## config.mk

```make
export PLATFORM = sky130hd
export DESIGN_NAME = osc_ctl_reg
export DESIGN_NICKNAME = d
export VERILOG_FILES = /design/src/rtl/osc_ctl_pkg.sv /design/src/rtl/osc_en_guard.sv /design/src/rtl/osc_ready_track.sv /design/src/rtl/osc_ctl_reg.sv
export SDC_FILE = /design/constraint.sdc
export NUM_CORES = 1
export LEC_CHECK = 0
export ABC_AREA = 1
export BUFFER_PORTS_ARGS = -buffer_cell sky130_fd_sc_hd__clkbuf_2
export CAP_MARGIN = 20
export CORE_ASPECT_RATIO = 0.5
export CORE_MARGIN = 5
export CORE_UTILIZATION = 47
export DETAILED_ROUTE_END_ITERATION = 6
export GPL_ROUTABILITY_DRIVEN = 0
export GPL_TIMING_DRIVEN = 0
export PLACE_DENSITY = 0.95
export SLEW_MARGIN = 20
export SYNTH_ARGS = -nofsm -noshare
export SYNTH_HDL_FRONTEND = slang
export SYNTH_HIERARCHICAL = 1
export SYNTH_SLANG_ARGS = --single-unit
```

## constraint.sdc

```tcl
create_clock -name clk -period 3.3 [get_ports clk]
set_input_delay 0.33 -clock clk [delete_from_list [all_inputs] [get_ports clk]]
set_output_delay 0.33 -clock clk [all_outputs]
set_load 0.02 [all_outputs]
```

## src/rtl/osc_ctl_pkg.sv

```systemverilog
package osc_ctl_pkg;
   localparam int unsigned WORD_W = 32;
   localparam int unsigned TRIM_W = 5;
   localparam int unsigned CAL_W  = 8;
   localparam int unsigned CODE_W = CAL_W + 1;

   // field positions of the readback/write word
   localparam int unsigned B_INT_EN  = 0;
   localparam int unsigned B_INT_RDY = 1;
   localparam int unsigned B_TRIM_LO = 3;
   localparam int unsigned B_CAL_LO  = 8;
   localparam int unsigned B_EXT_EN  = 16;
   localparam int unsigned B_EXT_RDY = 17;
   localparam int unsigned B_BYP     = 18;

   localparam int unsigned N_OSC   = 2;
   localparam int unsigned IDX_INT = 0;
   localparam int unsigned IDX_EXT = 1;

   typedef enum logic [1:0] {
      SRC_INT  = 2'd0,
      SRC_EXT  = 2'd1,
      SRC_PLL  = 2'd2,
      SRC_NONE = 2'd3
   } sysclk_src_e;
endpackage

```

## src/rtl/osc_en_guard.sv

```systemverilog
// Next-state rule for one oscillator enable: a guarded software write,
// then hardware clear, then hardware set (highest priority).
module osc_en_guard (
   input  logic cur_en,
   input  logic wr_req,
   input  logic wr_bit,
   input  logic in_use,
   input  logic hw_set,
   input  logic hw_clr,
   output logic nxt_en
);
   always_comb begin
      nxt_en = cur_en;
      if (wr_req && (wr_bit || !in_use)) nxt_en = wr_bit;
      if (hw_clr) nxt_en = 1'b0;
      if (hw_set) nxt_en = 1'b1;
   end
endmodule

```

## src/rtl/osc_ready_track.sv

```systemverilog
// Ready flag of one oscillator: rise on stability (or on a synchronized
// enable in bypass mode), fall a fixed count of clk cycles after disable.
module osc_ready_track #(
   parameter int unsigned DLY         = 6,
   parameter int unsigned SYNC_STAGES = 2,
   parameter bit          HAS_BYPASS  = 1'b0
) (
   input  logic clk,
   input  logic rst_n,
   input  logic en,
   input  logic stable,
   input  logic bypass,
   output logic rdy
);
   localparam int unsigned CNT_W = $clog2(DLY + 1);

   generate
      if (DLY < 1) begin : g_bad_dly
         $error("osc_ready_track: DLY must be at least 1");
      end
      if (HAS_BYPASS && SYNC_STAGES < 1) begin : g_bad_sync
         $error("osc_ready_track: SYNC_STAGES must be at least 1");
      end
   endgenerate

   logic             set_cond;
   logic [CNT_W-1:0] cnt_q;

   generate
      if (HAS_BYPASS) begin : g_byp
         logic [SYNC_STAGES-1:0] sync_q;
         always_ff @(posedge clk or negedge rst_n) begin
            if (!rst_n) sync_q <= '0;
            else        sync_q <= (sync_q << 1) | SYNC_STAGES'(en);
         end
         assign set_cond = bypass ? sync_q[SYNC_STAGES-1] : stable;
      end else begin : g_plain
         assign set_cond = stable & ~bypass;
      end
   endgenerate

   always_ff @(posedge clk or negedge rst_n) begin
      if (!rst_n) begin
         rdy   <= 1'b0;
         cnt_q <= '0;
      end else if (en) begin
         cnt_q <= '0;
         if (set_cond) rdy <= 1'b1;
      end else if (rdy) begin
         if (cnt_q == CNT_W'(DLY - 1)) begin
            rdy   <= 1'b0;
            cnt_q <= '0;
         end else begin
            cnt_q <= cnt_q + CNT_W'(1);
         end
      end
   end
endmodule

```

## src/rtl/osc_ctl_reg.sv

```systemverilog
module osc_ctl_reg
   import osc_ctl_pkg::*;
#(
   parameter int unsigned OFF_CYCLES  = 6,
   parameter int unsigned INT_SCALE   = 1,
   parameter int unsigned EXT_SCALE   = 2,
   parameter int unsigned SYNC_STAGES = 2,
   parameter int unsigned TRIM_RST    = 16
) (
   input  logic              clk,
   input  logic              rst_n,
   input  logic              wr_en,
   input  logic [WORD_W-1:0] wr_data,
   input  logic [CAL_W-1:0]  cal_in,
   input  logic              int_stable,
   input  logic              ext_stable,
   input  logic              lp_enter,
   input  logic              lp_exit,
   input  logic              ext_fail,
   input  logic [1:0]        sysclk_sel,
   input  logic              pll_src,
   output logic              int_en,
   output logic              ext_en,
   output logic              ext_bypass,
   output logic [CODE_W-1:0] trim_code,
   output logic [WORD_W-1:0] rd_data
);
   generate
      if (OFF_CYCLES < 1 || INT_SCALE < 1 || EXT_SCALE < 1) begin : g_bad_dly
         $error("osc_ctl_reg: turn-off delay parameters must be at least 1");
      end
      if (TRIM_RST >= (1 << TRIM_W)) begin : g_bad_trim
         $error("osc_ctl_reg: TRIM_RST does not fit the trim field");
      end
      if (SYNC_STAGES < 1) begin : g_bad_sync
         $error("osc_ctl_reg: SYNC_STAGES must be at least 1");
      end
   endgenerate

   sysclk_src_e      src;
   logic [N_OSC-1:0] in_use, en_q, en_d, rdy, stable, hw_set, hw_clr, wr_bit;
   logic             byp_q, cal_done;
   logic [TRIM_W-1:0] trim_q;
   logic [CAL_W-1:0]  cal_q;

   assign src = sysclk_src_e'(sysclk_sel);

   always_comb begin
      in_use[IDX_INT] = (src == SRC_INT) || ((src == SRC_PLL) && !pll_src);
      in_use[IDX_EXT] = (src == SRC_EXT) || ((src == SRC_PLL) &&  pll_src);
   end

   assign stable = {ext_stable, int_stable};
   assign wr_bit = {wr_data[B_EXT_EN], wr_data[B_INT_EN]};
   assign hw_set = {1'b0, lp_exit | (ext_fail & in_use[IDX_EXT])};
   assign hw_clr = {lp_enter, 1'b0};

   generate
      for (genvar i = 0; i < N_OSC; i++) begin : g_osc
         localparam bit          IS_EXT = (i == IDX_EXT);
         localparam int unsigned SCALE  = IS_EXT ? EXT_SCALE : INT_SCALE;

         osc_en_guard u_guard (
            .cur_en (en_q[i]),
            .wr_req (wr_en),
            .wr_bit (wr_bit[i]),
            .in_use (in_use[i]),
            .hw_set (hw_set[i]),
            .hw_clr (hw_clr[i]),
            .nxt_en (en_d[i])
         );

         osc_ready_track #(
            .DLY         (OFF_CYCLES * SCALE),
            .SYNC_STAGES (SYNC_STAGES),
            .HAS_BYPASS  (IS_EXT)
         ) u_rdy (
            .clk    (clk),
            .rst_n  (rst_n),
            .en     (en_q[i]),
            .stable (stable[i]),
            .bypass (IS_EXT ? byp_q : 1'b0),
            .rdy    (rdy[i])
         );
      end
   endgenerate

   always_ff @(posedge clk or negedge rst_n) begin
      if (!rst_n) begin
         en_q   <= N_OSC'(1) << IDX_INT;
         byp_q  <= 1'b0;
         trim_q <= TRIM_W'(TRIM_RST);
      end else begin
         en_q <= en_d;
         if (wr_en && !en_q[IDX_EXT]) byp_q <= wr_data[B_BYP];
         if (wr_en) trim_q <= wr_data[B_TRIM_LO +: TRIM_W];
      end
   end

   // calibration is sampled once, on the first edge after reset release
   always_ff @(posedge clk or negedge rst_n) begin
      if (!rst_n) begin
         cal_q    <= '0;
         cal_done <= 1'b0;
      end else if (!cal_done) begin
         cal_q    <= cal_in;
         cal_done <= 1'b1;
      end
   end

   logic unused_wr_bits;
   assign unused_wr_bits = ^{wr_data[WORD_W-1:B_BYP+1], wr_data[B_EXT_RDY],
                             wr_data[B_EXT_EN-1:B_CAL_LO], wr_data[B_TRIM_LO-1:B_INT_RDY]};

   always_comb begin
      rd_data                          = '0;
      rd_data[B_INT_EN]                = en_q[IDX_INT];
      rd_data[B_INT_RDY]               = rdy[IDX_INT];
      rd_data[B_TRIM_LO +: TRIM_W]     = trim_q;
      rd_data[B_CAL_LO +: CAL_W]       = cal_q;
      rd_data[B_EXT_EN]                = en_q[IDX_EXT];
      rd_data[B_EXT_RDY]               = rdy[IDX_EXT];
      rd_data[B_BYP]                   = byp_q;
   end

   assign int_en     = en_q[IDX_INT];
   assign ext_en     = en_q[IDX_EXT];
   assign ext_bypass = byp_q;
   assign trim_code  = CODE_W'(cal_q) + CODE_W'(trim_q);
endmodule

```

==> out/qor.yml, run 1 <==
status: "finished clean"
pin_count: 95
synth_area_leaders: "dfrtp_1 39%, nand2_1 12%, buf_4 7.7%"
top_layer: "met4"
clock-skew-final_ns: 0.006868
grt_pass1_vias: 1480
synth_edf_count: 0
fill_cells: 287
vias: 1492
cts_setup_buffers: 0
p_sw_uw: 352.0
area_growth_pct: 27.82
die_x_um: 93.80
grt_overflow: 0
leakage_nw: 1.209
yosys.area.top_type_share: 0.3942
cellPowerDensity_mw_per_mm2: 459.6
cp_common_cell: "nand2_1"
synthArstFlopShare: 1.000
synthMuxAreaShare: 0.06823
intPower_uw: 617.4
drtPass1Iterations: 4
crit_family: "adder cells"
core-area_mm2: 0.003416
clkTransAtPathRegs_ns: 0.09
timing.critical_path.to: "trim_code[4]"
cts_resized: 0
clk_latency_ns: 0.27
yosys_register_bits: 28
synth_simple_gate_area_frac: 0.2191
grt_max_degree: 29
finalPower_uw: 969.5
synth_adder_area_share: 0.05762
syn_area_per_cell_um2: 8.293
vias_per_cell: 4.577
power_frac_clock: 0.210
hold_viol: 0
wire_per_inst_um: 11.31
tns_ns: 0
antenna_found_initial: 0
tightest_slew_ns: 0.6730
cts.sinks: 28
ys_seq_area_frac: 0.4261
post-route-util: 0.6176
slowest_delay_ns: 0.41
crit_type: "reg2out"
synth_cell_types: 28
clock.fmax_mhz: 440.6
drive_above_1_share: 0.3600
synth_commonest_cells: "54 x nand2_1, 26 x dfrtp_1, 25 x inv_1"
finalNetCount: 334
setup_slack_ns: 1.030
synth_compound_area_frac: 0.05610
slowest_stage: "dfrtp_1"
synth_top_family_by_area: "simple AND/OR/NAND/NOR gates"
die_h_um: 51.90
maxSlewViolCount: 0
rsz0062_at_grt: "no"
worstSetupEndpointType: "primary output"
setup-violations-final: 0
synth_top_area_cell: "dfrtp_1"
drc: 0
start_kind: "flop"
synth-xor-area-share: 0.02123
cp_data_required_time_ns: 2.97
antenna_left: 0
ff2ff_path_depth: 6
reg2reg_slack_ns: 2.18
port_buffers: 56
min_path_type: "in2async"
drt-met1-wl_mm: 1.381
regArea_um2: 703.2
worstPathCellList: "ha_1 -> fa_1 -> nand2_1 -> nand2_1 -> and2_4 -> xor2_1 -> clkbuf_2"
r2r-start: "g_osc[1].u_rdy/cnt_q[0]"
p_sw_frac: 0.3631
cts_buffer_depth: 2
pwr-share-comb: 0.358
hold_buffers: 0
cp_num_buf_inv: 1
ir_worst_vdd_uv: 222.3
worstSetupPathDepth: 7
yosysWarnings: 6
synth_area_mm2: 0.001650
met2_wirelength_mm: 2.016
grt_pass1_wl_mm: 6.210
path_max_fanout: 3
multi_input_comb_area_um2: 764.5
pwr-share-seq: 0.432
pre_cts_ws_ns: 1.317
drt-total-wl_mm: 3.688
rows: 15
clock-root-buffer: "clkbuf_8"
start_util: 0.4832
dp_hpwl_mm: 3.078
h-tree-depth: 1
syn_inst: 199
cts_buffers: 3
relSlewSlack: 0.5513
fp.dieArea_mm2: 0.004868
n_antenna_cell: 0
crit_arrival_ns: 1.94
yosysMostFrequentCell: "nand2_1"
drv_cap: 0
route.met3.wl_um: 207
drtIter0Drc: 78
period_needed_ns: 2.270
synthFlopType: "dfrtp_1"
cts_tree: "built"
grt_use_total: 0.1594
rr_endpoint: "g_osc[1].u_rdy/cnt_q[3]"
startpoint: "trim_q[0]"
fin_crit_sh: 0.6878
[worst min-delay path by stage]
| stage | cells past startpoint | endpoint |
|---|---|---|
| floorplan | 0 | cal_done |
| global placement | 0 | g_osc[1].u_rdy/g_byp.sync_q[1] |
| detailed placement | 0 | g_osc[1].u_rdy/g_byp.sync_q[1] |
| CTS | 1 | cal_q[7] |
| global route | 1 | cal_q[6] |
| finish | 1 | cal_q[7] |
[power groups by stage]
stage          Clock [mW]  Combinational, mW  Sequential [mW]
2_1_floorplan           0              0.211            0.446
3_3_place_gp            0              0.335            0.421
3_5_place_dp            0              0.348            0.424
4_1_cts             0.211              0.350            0.418
5_1_grt             0.224              0.383            0.425
6_report            0.204              0.347            0.419
[logic make-up after synthesis]
kind of cell             after synthesis
AND/OR/NAND/NOR                       84
buffers and inverters                 47
flip-flops                            28
AO/OA/AOI/OAI                         17
multiplexers                          10
adder cells (fa/ha/maj)                7
XOR/XNOR                               4
other                                  2
[cell usage in the layout, fill, tap and decap left out, drive strengths merged]
cell type | Yosys | layout
conb | 2 | 18
dfstp | 2 | 2
dfrtp | 26 | 26
and2 | 1 | 1
nand2 | 55 | 55
a31oi | 1 | 1
xor2 | 2 | 2
a22o | 1 | 1
xnor2 | 2 | 2
ha | 6 | 6
a21oi | 9 | 9
buf | 19 | 19
clkbuf | 0 | 60
or2 | 2 | 2
mux2 | 10 | 10
nand3 | 11 | 11
nor2 | 13 | 13
fa | 1 | 1
inv | 28 | 28
nand4 | 2 | 2
o21bai | 1 | 1
o21ai | 5 | 5
[metrics by stage]
step,std cells,hold WS (ns),cell area (um2)
6_report,326,0.07915,2110
5_1_grt,326,0.1288,2110
4_1_cts,326,0.09569,2110
3_5_place_dp,322,0.3395,2054
3_3_place_gp,322,0.3335,2054
2_1_floorplan,215,0.03441,1710
[final cells by class]
type / instances / share of cell area
buffer: 19 / 0.06524
clock buffer: 4 / 0.02610
inverter: 28 / 0.04982
multi-input combinational: 140 / 0.3624
sequential: 28 / 0.3333
tap: 51 / 0.03025
timing repair buffer: 56 / 0.1329
[flip-flops by register name, summed over array words and instances (netlist names)]
signal                    flops
cal_q                         8
g_osc.u_rdy/cnt_q             7
trim_q                        5
en_q                          2
g_osc.u_rdy/rdy               2
g_osc.u_rdy/g_byp.sync_q      2
cal_done                      1
ext_bypass                    1
[metal layers]
layer  global-route usage  up-vias
met1               0.1664      678
met3              0.02890       12
met4              0.06954        0
li1                     -      742
met5                    0        -
met2               0.3161       60
(Power assumes the default switching activity.)
==> inputs of run 2 (changes only) <==
--- a/config.mk
+++ b/config.mk
@@ -10,11 +10,11 @@
 export CAP_MARGIN = 20
 export CORE_ASPECT_RATIO = 0.5
 export CORE_MARGIN = 5
-export CORE_UTILIZATION = 47
+export CORE_UTILIZATION = 44
 export DETAILED_ROUTE_END_ITERATION = 6
 export GPL_ROUTABILITY_DRIVEN = 0
 export GPL_TIMING_DRIVEN = 0
-export PLACE_DENSITY = 0.95
+export PLACE_DENSITY = 0.91
 export SLEW_MARGIN = 20
 export SYNTH_ARGS = -nofsm -noshare
 export SYNTH_HDL_FRONTEND = slang
==> constraint.sdc (replaced) <==
create_clock -name clk -period 2.35 [get_ports clk]
set_input_delay 0.235 -clock clk [delete_from_list [all_inputs] [get_ports clk]]
set_output_delay 0.235 -clock clk [all_outputs]
set_load 0.02 [all_outputs]
==> out/qor.yml, run 2 (synthesis results as in run 1) <==
period_needed_ns: 2.148
status: "complete, but fails checks"
dp_hpwl_mm: 3.096
worstSetupPathDepth: 7
timing.critical_path.to: "trim_code[4]"
crit_type: "reg2out"
start_kind: "flop"
clk_latency_ns: 0.27
grt_overflow: 0
pwr-share-comb: 0.334
reg2reg_slack_ns: 1.26
drv_cap: 0
vias: 1415
n_antenna_cell: 0
pin_count: 95
cts_tree: "built"
top_regs: "cal_q (8), g_osc.u_rdy/cnt_q (7), trim_q (5)"
clock.fmax_mhz: 465.5
drt-total-wl_mm: 3.626
wire_per_inst_um: 11.12
clkTransAtPathRegs_ns: 0.09
regMostFlops: "cal_q"
cts_setup_buffers: 0
p_sw_frac: 0.3452
worstPathCellList: "ha_1 -> fa_1 -> nand2_1 -> nand2_1 -> and2_4 -> xor2_1 -> clkbuf_2"
clock-root-buffer: "clkbuf_8"
tightest_slew_ns: 0.6669
worstSetupEndpointType: "primary output"
rr_endpoint: "g_osc[1].u_rdy/cnt_q[3]"
die_h_um: 53.31
cts_buffer_depth: 2
maxSlewViolCount: 0
violations: "hold timing"
cp_data_required_time_ns: 2.12
grt_pass1_vias: 1457
fin_crit_sh: 0.9142
hold_viol: 26
cellPowerDensity_mw_per_mm2: 678.8
relSlewSlack: 0.5554
cp_common_cell: "nand2_1"
start_util: 0.4677
grt_pass1_wl_mm: 6.072
dpl.cell_count: 322
ir_worst_vdd_uv: 300.0
drc: 0
setup-violations-final: 0
largest_reg_flops: 8
finalPower_mw: 1.443
port_buffers: 56
power_frac_clock: 0.258
tns_ns: 0
ff2ff_path_depth: 6
cts.sinks: 28
hold_buffers: 0
die_x_um: 96.61
h-tree-depth: 1
layout.cells.non_filler: 326
antenna_found_initial: 0
path_max_fanout: 3
core-area_mm2: 0.003528
area_growth_pct: 28.81
leakage_nw: 1.216
post-route-util: 0.6025
slowest_delay_ns: 0.42
cts_buffers: 3
startpoint: "cal_q[0]"
rsz0062_at_grt: "no"
antenna_left: 0
intPower_uw: 944.9
p_sw_uw: 498.2
finalNetCount: 334
final_cell_mix: "56 x clkbuf_2, 54 x nand2_1, 26 x dfrtp_1, 25 x inv_1, 18 x conb_1"
hold-worst-slack_ns: -0.02716
r2r-start: "g_osc[1].u_rdy/cnt_q[0]"
clock-skew-final_ns: 0.006938
min_path_type: "in2async"
crit_family: "adder cells"
drive_above_1_share: 0.3600
drtPass1Iterations: 4
slowest_stage: "dfrtp_1"
grt_max_degree: 29
fp.dieArea_mm2: 0.005150
grt_use_total: 0.1463
crit_arrival_ns: 1.91
drtIter0Drc: 59
cp_num_buf_inv: 1
pwr-share-seq: 0.408
cts_resized: 0
final_common_cell: "clkbuf_2"
rows: 15
vias_per_cell: 4.340
==> run 2: changes by cell type in the layout (fill, tap and decap cells not counted) <==
cell,delta
bufinv_16,+1
clkbuf_8,-1
==> run 2: stage by stage <==
stage	instance area, um2	setup slack, ns
6_report	2126	0.2015
5_1_grt	2126	0.06389
4_1_cts	2126	0.1831
3_3_place_gp	2054	0.4936
2_1_floorplan	1710	0.4147
3_5_place_dp	2054	0.4940
==> run 2: cell type report <==
type / count / area [um2]
inverters: 28 / 105.1
clock buffers: 3 / 41.29
multi-input cells: 140 / 764.5
plain buffers: 19 / 137.6
fillers: 312 / 1403
clock inverters: 1 / 30.03
well taps: 51 / 63.81
flip-flops and latches: 28 / 703.2
repair buffers: 56 / 280.3
==> run 2: routing by layer <==
layer / vias up / wire (um) / track usage
met1: 628 / 1401 / 0.1401
met4: 0 / 60 / 0.04895
li1: 739 / - / -
met5: - / 0 / 0
met3: 6 / 187 / 0.03553
met2: 42 / 1976 / 0.3139
==> run 2: worst reg2reg max path: stages, from the launching register on <==
cell,delay (ns)
dfrtp_1,0.42
ha_1,0.23
nand3_2,0.11
nand2_2,0.09
inv_1,0.04
nand2_1,0.06
nand2_1,0.05
==> run 2: power by group through the flow <==
| stage | Clock [mW] | Combinational [mW] | Sequential (mW) |
|---|---|---|---|
| after global placement | 0 | 0.470 | 0.591 |
| after detailed placement | 0 | 0.486 | 0.598 |
| final | 0.372 | 0.482 | 0.588 |
| after global routing | 0.401 | 0.535 | 0.598 |
| after CTS | 0.383 | 0.487 | 0.589 |
| after floorplan | 0 | 0.297 | 0.627 |
==> run 2: worst min path at each step <==
| stage | startpoint | endpoint | slack [ns] |
|---|---|---|---|
| after floorplan | rst_n | cal_done | -0.06 |
| after global placement | rst_n | g_osc[1].u_rdy/g_byp.sync_q[1] | 0.29 |
| after detailed placement | rst_n | g_osc[1].u_rdy/rdy | 0.31 |
| after global routing | rst_n | g_osc[1].u_rdy/rdy | 0.02 |
| final | rst_n | trim_q[1] | -0.03 |
| after CTS | rst_n | trim_q[1] | 0.003 |
==> inputs of run 3 (changes only) <==
--- a/config.mk
+++ b/config.mk
@@ -14,6 +14,7 @@
 export DETAILED_ROUTE_END_ITERATION = 6
 export GPL_ROUTABILITY_DRIVEN = 0
 export GPL_TIMING_DRIVEN = 0
+export MAX_ROUTING_LAYER = met4
 export PLACE_DENSITY = 0.91
 export SLEW_MARGIN = 20
 export SYNTH_ARGS = -nofsm -noshare
==> out/qor.yml, run 3 (synthesis results as in run 1) <==
finalPower_mw: 1.442
vias: 1421
dp_hpwl_mm: 3.096
worstSetupEndpointType: "primary output"
slowest_delay_ns: 0.42
use_met1: 0.1401
die_h_um: 53.31
final_common_cell: "clkbuf_2"
grt_pass1_wl_mm: 6.072
cp_data_required_time_ns: 2.12
period_needed_ns: 2.148
hold_viol: 26
p_sw_uw: 497.5
status: "complete, but fails checks"
cts_buffer_depth: 2
relSlewSlack: 0.5544
clock.fmax_mhz: 465.5
cts_setup_buffers: 0
hold_buffers: 0
startpoint: "cal_q[0]"
cellPowerDensity_mw_per_mm2: 678.5
reg2reg_slack_ns: 1.26
cts.sinks: 28
drive_above_1_share: 0.3600
antenna_found_initial: 0
grt_overflow: 0
pwr-share-seq: 0.408
final_cell_mix: "56 x clkbuf_2, 54 x nand2_1, 26 x dfrtp_1, 25 x inv_1, 18 x conb_1"
crit_arrival_ns: 1.91
clock-root-buffer: "clkbuf_8"
cts_resized: 0
start_util: 0.4677
slowest_stage: "dfrtp_1"
port_buffers: 56
power_frac_clock: 0.258
drt-total-wl_mm: 3.621
clock-skew-final_ns: 0.007075
ir_worst_vdd_uv: 299.9
antenna_left: 0
clkTransAtPathRegs_ns: 0.09
drc: 0
grt_use_met3: 0.03553
grt_max_degree: 29
path_max_fanout: 3
maxSlewViolCount: 0
hold-worst-slack_ns: -0.02649
regArea_um2: 703.2
min_path_type: "in2async"
cts_tree: "built"
n_antenna_cell: 0
tns_ns: 0
start_kind: "flop"
crit_type: "reg2out"
p_sw_frac: 0.3449
area_growth_pct: 28.81
pwr-share-comb: 0.334
leakage_nw: 1.216
largest_reg_flops: 8
h-tree-depth: 1
fill_cells: 312
die_x_um: 96.61
vias_per_cell: 4.359
intPower_uw: 944.9
rsz0062_at_grt: "no"
fp.dieArea_mm2: 0.005150
wire_per_inst_um: 11.11
met2_usage: 0.3139
grt_use_total: 0.1503
drtPass1Iterations: 4
finalNetCount: 334
multi_input_comb_area_um2: 764.5
drtIter0Drc: 57
clk_latency_ns: 0.27
cts_buffers: 3
grt_pass1_vias: 1457
violations: "hold timing"
drv_cap: 0
post-route-util: 0.6025
setup-violations-final: 0
tightest_slew_ns: 0.6684
top_regs: "cal_q (8), g_osc.u_rdy/cnt_q (7), trim_q (5)"
pin_count: 95
core-area_mm2: 0.003528
regMostFlops: "cal_q"
worstPathCellList: "ha_1 -> fa_1 -> nand2_1 -> nand2_1 -> and2_4 -> xor2_1 -> clkbuf_2"
fin_crit_sh: 0.9142
r2r-start: "g_osc[1].u_rdy/cnt_q[0]"
cp_common_cell: "nand2_1"
busiest_layer: "met2"
rows: 15
run 3: cell counts in the layout (fill, tap and decap cells not counted):
No cell type changed its count.
run 3: per-layer routing:
layer | share of wire | wire length, um
met5 | 0 | 0
met4 | 0.017 | 60
met3 | 0.053 | 191
met2 | 0.54 | 1972
met1 | 0.39 | 1396
run 3: final timing paths:
path	to	cells after the start
setup / recovery	trim_code[4]	7
hold / removal	trim_q[1]	1
setup reg to reg	g_osc[1].u_rdy/cnt_q[3]	6
hold reg to reg	g_osc[1].u_rdy/g_byp.sync_q[1]	0
max in group asynchronous	g_osc[0].u_rdy/rdy	1
min in group clk	cal_q[5]	3
run 3: per-stage QoR:
step	instances	cell area [um2]	setup slack, ns
2_1_floorplan	215	1710	0.4147
3_3_place_gp	322	2054	0.4936
3_5_place_dp	322	2054	0.4940
4_1_cts	326	2126	0.1831
5_1_grt	326	2126	0.06389
6_report	326	2126	0.2016
run 3: critical path: cells and delay by family, from the launching register on:
kind / cells / cell delay, ns
xor+xnor: 1 / 0.11
flops: 1 / 0.42
buf+inv: 1 / 0.18
simple gates: 3 / 0.29
fa+ha+maj: 2 / 0.64
run 3: area by class of cell:
| cell class | instances | share of cell area |
|---|---|---|
| plain buffers | 19 | 0.06474 |
| clock buffers | 3 | 0.01942 |
| clock inverters | 1 | 0.01413 |
| inverters | 28 | 0.04944 |
| multi-input cells | 140 | 0.3596 |
| flip-flops and latches | 28 | 0.3308 |
| well taps | 51 | 0.03002 |
| repair buffers | 56 | 0.1318 |
run 3: power groups by stage:
stage	clock, mW	combinational [mW]	sequential [mW]
3_5_place_dp	0	0.486	0.598
5_1_grt	0.401	0.535	0.598
2_1_floorplan	0	0.297	0.627
4_1_cts	0.383	0.487	0.589
3_3_place_gp	0	0.470	0.591
6_report	0.372	0.482	0.588
